<file path="src/rtl/cond_ret_pkg.sv">
package cond_ret_pkg;

  // One of the four handled opcodes: pattern 110x_x000
  function automatic logic op_is_cond_ret(input logic [7:0] op);
    return (op & 8'hE7) == 8'hC0;
  endfunction

  // bit4 picks carry (1) or zero (0); bit3 gives the flag value that returns
  function automatic logic cond_holds(input logic [7:0] op, input logic z, input logic c);
    logic f;
    f = op[4] ? c : z;
    return f == op[3];
  endfunction

  function automatic logic [15:0] addr_step(input logic [15:0] a, input logic [15:0] d);
    return a + d;
  endfunction

endpackage

</file>
<file path="src/rtl/cond_ret_decode.sv">
module cond_ret_decode
  import cond_ret_pkg::*;
(
  input  logic [7:0] opcode,
  input  logic       flag_z,
  input  logic       flag_c,
  output logic       op_valid,
  output logic       cond_true
);
  always_comb begin
    op_valid  = op_is_cond_ret(opcode);
    cond_true = cond_holds(opcode, flag_z, flag_c);
  end
endmodule

</file>
<file path="src/rtl/cond_ret_timer.sv">
module cond_ret_timer #(
  parameter int MCYCLE_CLKS = 4,
  parameter int TAKEN_MC    = 5,
  parameter int SKIP_MC     = 2,
  localparam int TAKEN_LEN  = TAKEN_MC * MCYCLE_CLKS,
  localparam int SKIP_LEN   = SKIP_MC * MCYCLE_CLKS,
  localparam int CNT_W      = $clog2(TAKEN_LEN + 1)
) (
  input  logic             clk,
  input  logic             rst_n,
  input  logic             load,
  input  logic             taken,
  output logic [CNT_W-1:0] cnt,
  output logic             busy,
  output logic             last
);
  logic [CNT_W-1:0] end_idx;

  assign last = busy && (cnt == end_idx);

  always_ff @(posedge clk) begin
    if (!rst_n) begin
      busy    <= 1'b0;
      cnt     <= '0;
      end_idx <= '0;
    end else if (load) begin
      busy    <= 1'b1;
      cnt     <= '0;
      end_idx <= taken ? CNT_W'(TAKEN_LEN - 1) : CNT_W'(SKIP_LEN - 1);
    end else if (last) begin
      busy <= 1'b0;
      cnt  <= '0;
    end else if (busy) begin
      cnt <= cnt + 1'b1;
    end
  end
endmodule

</file>
<file path="src/rtl/cond_ret_pop.sv">
module cond_ret_pop
  import cond_ret_pkg::*;
#(
  parameter int MCYCLE_CLKS = 4,
  parameter int LO_MC       = 2,
  parameter int HI_MC       = 3,
  parameter int CNT_W       = 5
) (
  input  logic             clk,
  input  logic             rst_n,
  input  logic             load,
  input  logic [15:0]      sp_in,
  input  logic             active,
  input  logic [CNT_W-1:0] cnt,
  input  logic [7:0]       mem_rdata,
  output logic [15:0]      mem_addr,
  output logic             mem_rd,
  output logic [15:0]      sp_base,
  output logic [15:0]      popped
);
  localparam int LO_IDX = LO_MC * MCYCLE_CLKS;
  localparam int HI_IDX = HI_MC * MCYCLE_CLKS;

  logic       rd_lo, rd_hi, cap_lo, cap_hi;
  logic [7:0] lo_q, hi_q;

  always_comb begin
    rd_lo    = active && (cnt == CNT_W'(LO_IDX));
    rd_hi    = active && (cnt == CNT_W'(HI_IDX));
    cap_lo   = active && (cnt == CNT_W'(LO_IDX + 1));
    cap_hi   = active && (cnt == CNT_W'(HI_IDX + 1));
    mem_rd   = rd_lo || rd_hi;
    mem_addr = rd_hi ? addr_step(sp_base, 16'd1) : sp_base;
    popped   = {hi_q, lo_q};
  end

  always_ff @(posedge clk) begin
    if (!rst_n) begin
      sp_base <= '0;
      lo_q    <= '0;
      hi_q    <= '0;
    end else begin
      if (load)   sp_base <= sp_in;
      if (cap_lo) lo_q    <= mem_rdata;
      if (cap_hi) hi_q    <= mem_rdata;
    end
  end
endmodule

</file>
<file path="src/rtl/cond_ret_seq.sv">
module cond_ret_seq
  import cond_ret_pkg::*;
#(
  parameter int MCYCLE_CLKS = 4,
  parameter int TAKEN_MC    = 5,
  parameter int SKIP_MC     = 2,
  parameter int LO_MC       = 2,
  parameter int HI_MC       = 3
) (
  input  logic        clk,
  input  logic        rst_n,
  input  logic        start,
  input  logic [7:0]  opcode,
  input  logic        flag_z,
  input  logic        flag_c,
  input  logic [15:0] pc_in,
  input  logic [15:0] sp_in,
  output logic [15:0] mem_addr,
  output logic        mem_rd,
  input  logic [7:0]  mem_rdata,
  output logic        busy,
  output logic        done,
  output logic [15:0] pc_out,
  output logic [15:0] sp_out,
  output logic        flag_z_out,
  output logic        flag_c_out
);
  localparam int CNT_W = $clog2(TAKEN_MC * MCYCLE_CLKS + 1);

  logic             op_valid, cond_true, accept, taken_q;
  logic [CNT_W-1:0] cnt;
  logic [15:0]      pc_cap, sp_base, popped;

  assign accept = start && !busy && op_valid;

  cond_ret_decode u_dec (
    .opcode(opcode), .flag_z(flag_z), .flag_c(flag_c),
    .op_valid(op_valid), .cond_true(cond_true)
  );

  cond_ret_timer #(.MCYCLE_CLKS(MCYCLE_CLKS), .TAKEN_MC(TAKEN_MC), .SKIP_MC(SKIP_MC)) u_tmr (
    .clk(clk), .rst_n(rst_n), .load(accept), .taken(cond_true),
    .cnt(cnt), .busy(busy), .last(done)
  );

  cond_ret_pop #(.MCYCLE_CLKS(MCYCLE_CLKS), .LO_MC(LO_MC), .HI_MC(HI_MC), .CNT_W(CNT_W)) u_pop (
    .clk(clk), .rst_n(rst_n), .load(accept), .sp_in(sp_in),
    .active(busy && taken_q), .cnt(cnt), .mem_rdata(mem_rdata),
    .mem_addr(mem_addr), .mem_rd(mem_rd), .sp_base(sp_base), .popped(popped)
  );

  always_ff @(posedge clk) begin
    if (!rst_n) begin
      taken_q    <= 1'b0;
      pc_cap     <= '0;
      flag_z_out <= 1'b0;
      flag_c_out <= 1'b0;
    end else if (accept) begin
      taken_q    <= cond_true;
      pc_cap     <= pc_in;
      flag_z_out <= flag_z;
      flag_c_out <= flag_c;
    end
  end

  always_comb begin
    pc_out = taken_q ? popped : pc_cap;
    sp_out = taken_q ? addr_step(sp_base, 16'd2) : sp_base;
  end
endmodule

</file>
<file path="config.mk">
export PLATFORM = sky130hd
export DESIGN_NAME = cond_ret_seq
export DESIGN_NICKNAME = d
export VERILOG_FILES = /design/src/rtl/cond_ret_pkg.sv /design/src/rtl/cond_ret_decode.sv /design/src/rtl/cond_ret_timer.sv /design/src/rtl/cond_ret_pop.sv /design/src/rtl/cond_ret_seq.sv
export SDC_FILE = /design/constraint.sdc
export NUM_CORES = 1
export LEC_CHECK = 0
export BUFFER_PORTS_ARGS = -buffer_cell sky130_fd_sc_hd__clkbuf_2
export CAP_MARGIN = 30
export CELL_PAD_IN_SITES_DETAIL_PLACEMENT = 2
export CELL_PAD_IN_SITES_GLOBAL_PLACEMENT = 2
export CORE_MARGIN = 4
export CORE_UTILIZATION = 31
export CTS_CLUSTER_DIAMETER = 50
export DETAILED_ROUTE_END_ITERATION = 10
export PLACE_DENSITY = 0.89
export REMOVE_ABC_BUFFERS = 1
export SETUP_SLACK_MARGIN = 0.4
export SYNTH_ARGS = -nofsm -noshare
export SYNTH_HDL_FRONTEND = slang
export SYNTH_SLANG_ARGS = --single-unit
</file>
<file path="constraint.sdc">
create_clock -name clk -period 3.5 [get_ports clk]
set_input_delay 0.7 -clock clk [delete_from_list [all_inputs] [get_ports clk]]
set_output_delay 0.7 -clock clk [all_outputs]
set_load 0.05 [all_outputs]
</file>
==> flow_metrics.tcl <==
set metrics [dict create \
    rows 36 \
    drv_slew 0 \
    grt_start_max_net_pins 51 \
    globalRouteMet2Util_pct 33.9 \
    drt_first_iter_violations 53 \
    ctsLongestPathBuffers 2 \
    sequentialPowerShare_pct 52.2 \
    crit_arrival_ns 2.34 \
    min_to "pc_cap[13]$_SDFFE_PN0P_" \
    busiest_layer "met2" \
    stdcell_count 594 \
    clkPwrFrac_pct 41.9 \
    skew_ns 0.00544 \
    die_area_sq_um 11700 \
    diodes 0 \
    clk_latency_ns 0.33 \
    avgSynthCellArea_sq_um 8.77 \
    crit_type "reg -> out" \
    io_pins 106 \
    root_buffer "clkbuf_8" \
    dp_hpwl_um 7540 \
    r2r_end "u_pop.hi_q[5]$_SDFFE_PN0P_" \
    synth-xor-area-share_pct 10.1 \
    grt_pass1_vias 3277 \
    synth.distinct_cells 37 \
    area_delta_synth_final_pct 28.2 \
    fin_nets 515 \
    antenna_found_initial 0 \
    fin_crit_sh_pct 86.9 \
    drt_wl_total_um 10400 \
    use_met1_pct 19.0 \
    wl_per_cell_um 17.5 \
    num-fill-cells 1125 \
    reg2reg_from "u_tmr.cnt[1]$_SDFFE_PP0P_" \
    core_area_sq_um 9770 \
    antenna_left 0 \
    die_h_um 108 \
    holdPathStages 2 \
    clock.fmax_ghz 0.329 \
    min-delay-start "pc_cap[13]$_SDFFE_PN0P_" \
    synth_top_family_by_area "simple AND/OR/NAND/NOR gates" \
    yosys_warnings 0 \
    drv_cap 0 \
    synthAdderAreaFrac_pct 2.00 \
    rsz0062_at_grt "true" \
    p_sw_share_pct 24.0 \
    p_comb_share_pct 5.9 \
    dpl.cell_count 572 \
    htree_levels 3 \
    leakagePower_nw 1.65 \
    reg2regPathDepth 7 \
    reg2reg_slack_ns 1.60 \
    synth_compound_area_share_pct 9.66 \
    powerDensity_nw_per_um2 322 \
    syn_inst 356 \
    numCtsBuffers 9 \
    grt_pass1_wl_um 16100 \
    dr.pass1.iters 4 \
    overflow 0 \
    use_met3_pct 3.94 \
    final_core_util_pct 41.0 \
    internal_power_w 0.000981 \
    num_vias 2848 \
    drive_gt1_share_pct 35.8 \
    drc_errors 0 \
    cts_tree "done" \
    start_util_pct 32.0 \
    setup_viol 0 \
    clk_pin_slew_ns 0.07 \
    portBuffers 105 \
    relSlewSlack_pct 43.4 \
    viasPerCell 4.79 \
    ys_seq_area_share_pct 37.8 \
    switching_power_w 0.000310 \
    place_congestion 0.780 \
    crit_required_ns 2.80 \
    power_w 0.00129 \
    synth_area_sq_um 3120 \
    ctsHoldBuffers 0 \
    setup_tns_ns 0 \
    grt_usage_pct 17.5 \
    cts_sinks 59 \
    layout_min_cycle_time_ns 3.04 \
    vdd_drop_max_uv 144 \
    synth-simple-area-share_pct 23.6 \
    hold_class "reg -> reg" \
    path_max_fanout 6 \
    cp-start-kind "register" \
    hold_viol_final 0 \
    end_kind "primary output" \
    synth_mux_area_share_pct 12.3 \
    synth.ff_latch_count 59 \
    die_x_um 108 \
    status "finished, final reports clean" \
    worst_pin_slew_ns 0.849 \
]
-- stage by stage --
stage,hold WS (ns),setup slack (ns),cell area (sq um)
3_5_place_dp,0.467,0.573,3720
6_report,0.469,0.459,4010
2_1_floorplan,0.433,0.148,3000
5_1_grt,0.492,0.334,4010
4_1_cts,0.477,0.316,3920
3_3_place_gp,0.441,0.719,3720
-- layer usage --
layer	vias up	wire length (um)
li1	1378	-
met1	1393	4190
met2	70	5680
met3	7	474
met4	0	79
met5	-	0
-- timing repair --
action                     4_1_cts  5_1_grt
setup endpoints to repair       11       13
pin swaps                        0        3
gates resized for setup          8       19
buffers inserted                 0        7
-- final cells by class --
| class | instances | area [sq um] | area share (%) |
|---|---|---|---|
| Timing Repair Buffer | 116 | 636 | 15.9 |
| Multi-Input combinational cell | 266 | 1830 | 45.6 |
| Tap cell | 133 | 166 | 4.15 |
| Sequential cell | 59 | 1190 | 29.8 |
| Inverter | 5 | 21.3 | 0.531 |
| Clock buffer | 13 | 149 | 3.72 |
| Clock inverter | 2 | 12.5 | 0.312 |
-- power by group through the flow --
stage          Sequential, W  Combinational [W]  Clock [W]
5_1_grt             0.000674          0.0000833   0.000601
2_1_floorplan       0.000691          0.0000265          0
4_1_cts             0.000675          0.0000772   0.000563
6_report            0.000674          0.0000761   0.000541
3_5_place_dp        0.000691          0.0000763          0
3_3_place_gp        0.000690          0.0000736          0
-- layout by cell type (no fill, tap or decap), types with 2 or more instances in the layout --
cell type | synthesis | routed
nand4_1 | 8 | 8
nor2_2 | 1 | 2
xor2_1 | 17 | 17
a21oi_1 | 2 | 2
xnor2_1 | 19 | 19
nor4_4 | 1 | 2
mux2_2 | 18 | 18
a21boi_0 | 33 | 33
clkbuf_4 | 0 | 3
clkbuf_1 | 13 | 3
dfxtp_1 | 59 | 53
a21boi_1 | 2 | 2
dfxtp_2 | 0 | 4
dfxtp_4 | 0 | 2
nor2b_1 | 17 | 17
nand3_1 | 5 | 5
and3_1 | 3 | 3
clkbuf_8 | 0 | 12
buf_4 | 4 | 12
inv_1 | 5 | 3
nor2_1 | 16 | 15
nand2_1 | 84 | 84
and4_1 | 2 | 2
clkbuf_2 | 1 | 99
nor3_1 | 2 | 2
ha_1 | 5 | 4
mux2i_1 | 18 | 18
-- cells by family (layout without fill, tap and decap cells) --
logic type,count (synthesis),in the layout
AND/OR/NAND/NOR,148,148
flip-flops,59,59
AO/OA/AOI/OAI,41,41
XOR/XNOR,36,36
multiplexers,36,36
buffers and inverters,31,136
adder cells (fa/ha/maj),5,5
-- worst max path at each step --
stage / startpoint / endpoint / slack [ns]
detailed placement: u_tmr.cnt[1]$_SDFFE_PP0P_ / mem_addr[8] / 0.57
global route: u_pop.sp_base[0]$_SDFFE_PN0P_ / mem_addr[14] / 0.33
floorplan: u_tmr.end_idx[4]$_SDFFE_PN0P_ / mem_addr[14] / 0.15
CTS: u_tmr.cnt[1]$_SDFFE_PP0P_ / mem_addr[8] / 0.32
finish: u_tmr.cnt[1]$_SDFFE_PP0P_ / mem_addr[6] / 0.46
global placement: u_tmr.cnt[0]$_SDFFE_PP0P_ / mem_addr[14] / 0.72
-- synthesized netlist by cell type --
cell / count / area, sq um
nand2_1: 84 / 315
dfxtp_1: 59 / 1180
a21boi_0: 33 / 248
xnor2_1: 19 / 166
mux2_2: 18 / 203
mux2i_1: 18 / 180
nor2b_1: 17 / 106
xor2_1: 17 / 149
nor2_1: 16 / 60.1
clkbuf_1: 13 / 48.8
buf_2: 8 / 40.0
nand4_1: 8 / 50.1
ha_1: 5 / 62.6
inv_1: 5 / 18.8
nand3_1: 5 / 25.0
buf_4: 4 / 30.0
and3_1: 3 / 18.8
a21boi_1: 2 / 15.0
a21oi_1: 2 / 10.0
and4_1: 2 / 17.5
nor3_1: 2 / 10.0
clkbuf_2: 1 / 5.00
nand4b_1: 1 / 8.76
nand4b_4: 1 / 23.8
nor2_2: 1 / 6.26
nor3_2: 1 / 10.0
nor3_4: 1 / 16.3
nor4_1: 1 / 6.26
nor4_2: 1 / 12.5
nor4_4: 1 / 21.3
nor4b_2: 1 / 15.0
o2111ai_1: 1 / 8.76
o211ai_1: 1 / 7.51
o21a_1: 1 / 7.51
o21ai_0: 1 / 5.00
or2_2: 1 / 6.26
or4_1: 1 / 7.51
-- flip-flops by register name (all words and copies together), names as in the netlist --
register and flops:
flag_c_out 1, flag_z_out 1, pc_cap 16, u_pop.hi_q 8
u_pop.lo_q 8, u_pop.sp_base 16, u_tmr.busy 1, u_tmr.cnt 5
u_tmr.end_idx 3
-- worst max-delay path: stages (launching register included) --
cell and delay, ns:
dfxtp_4 0.37, inv_4 0.07, ha_4 0.14, nand4b_4 0.12
or4_4 0.62, buf_4 0.17, nor2_1 0.11, xor2_1 0.18
buf_4 0.22
Note: power is estimated with default switching activity, not from simulation.
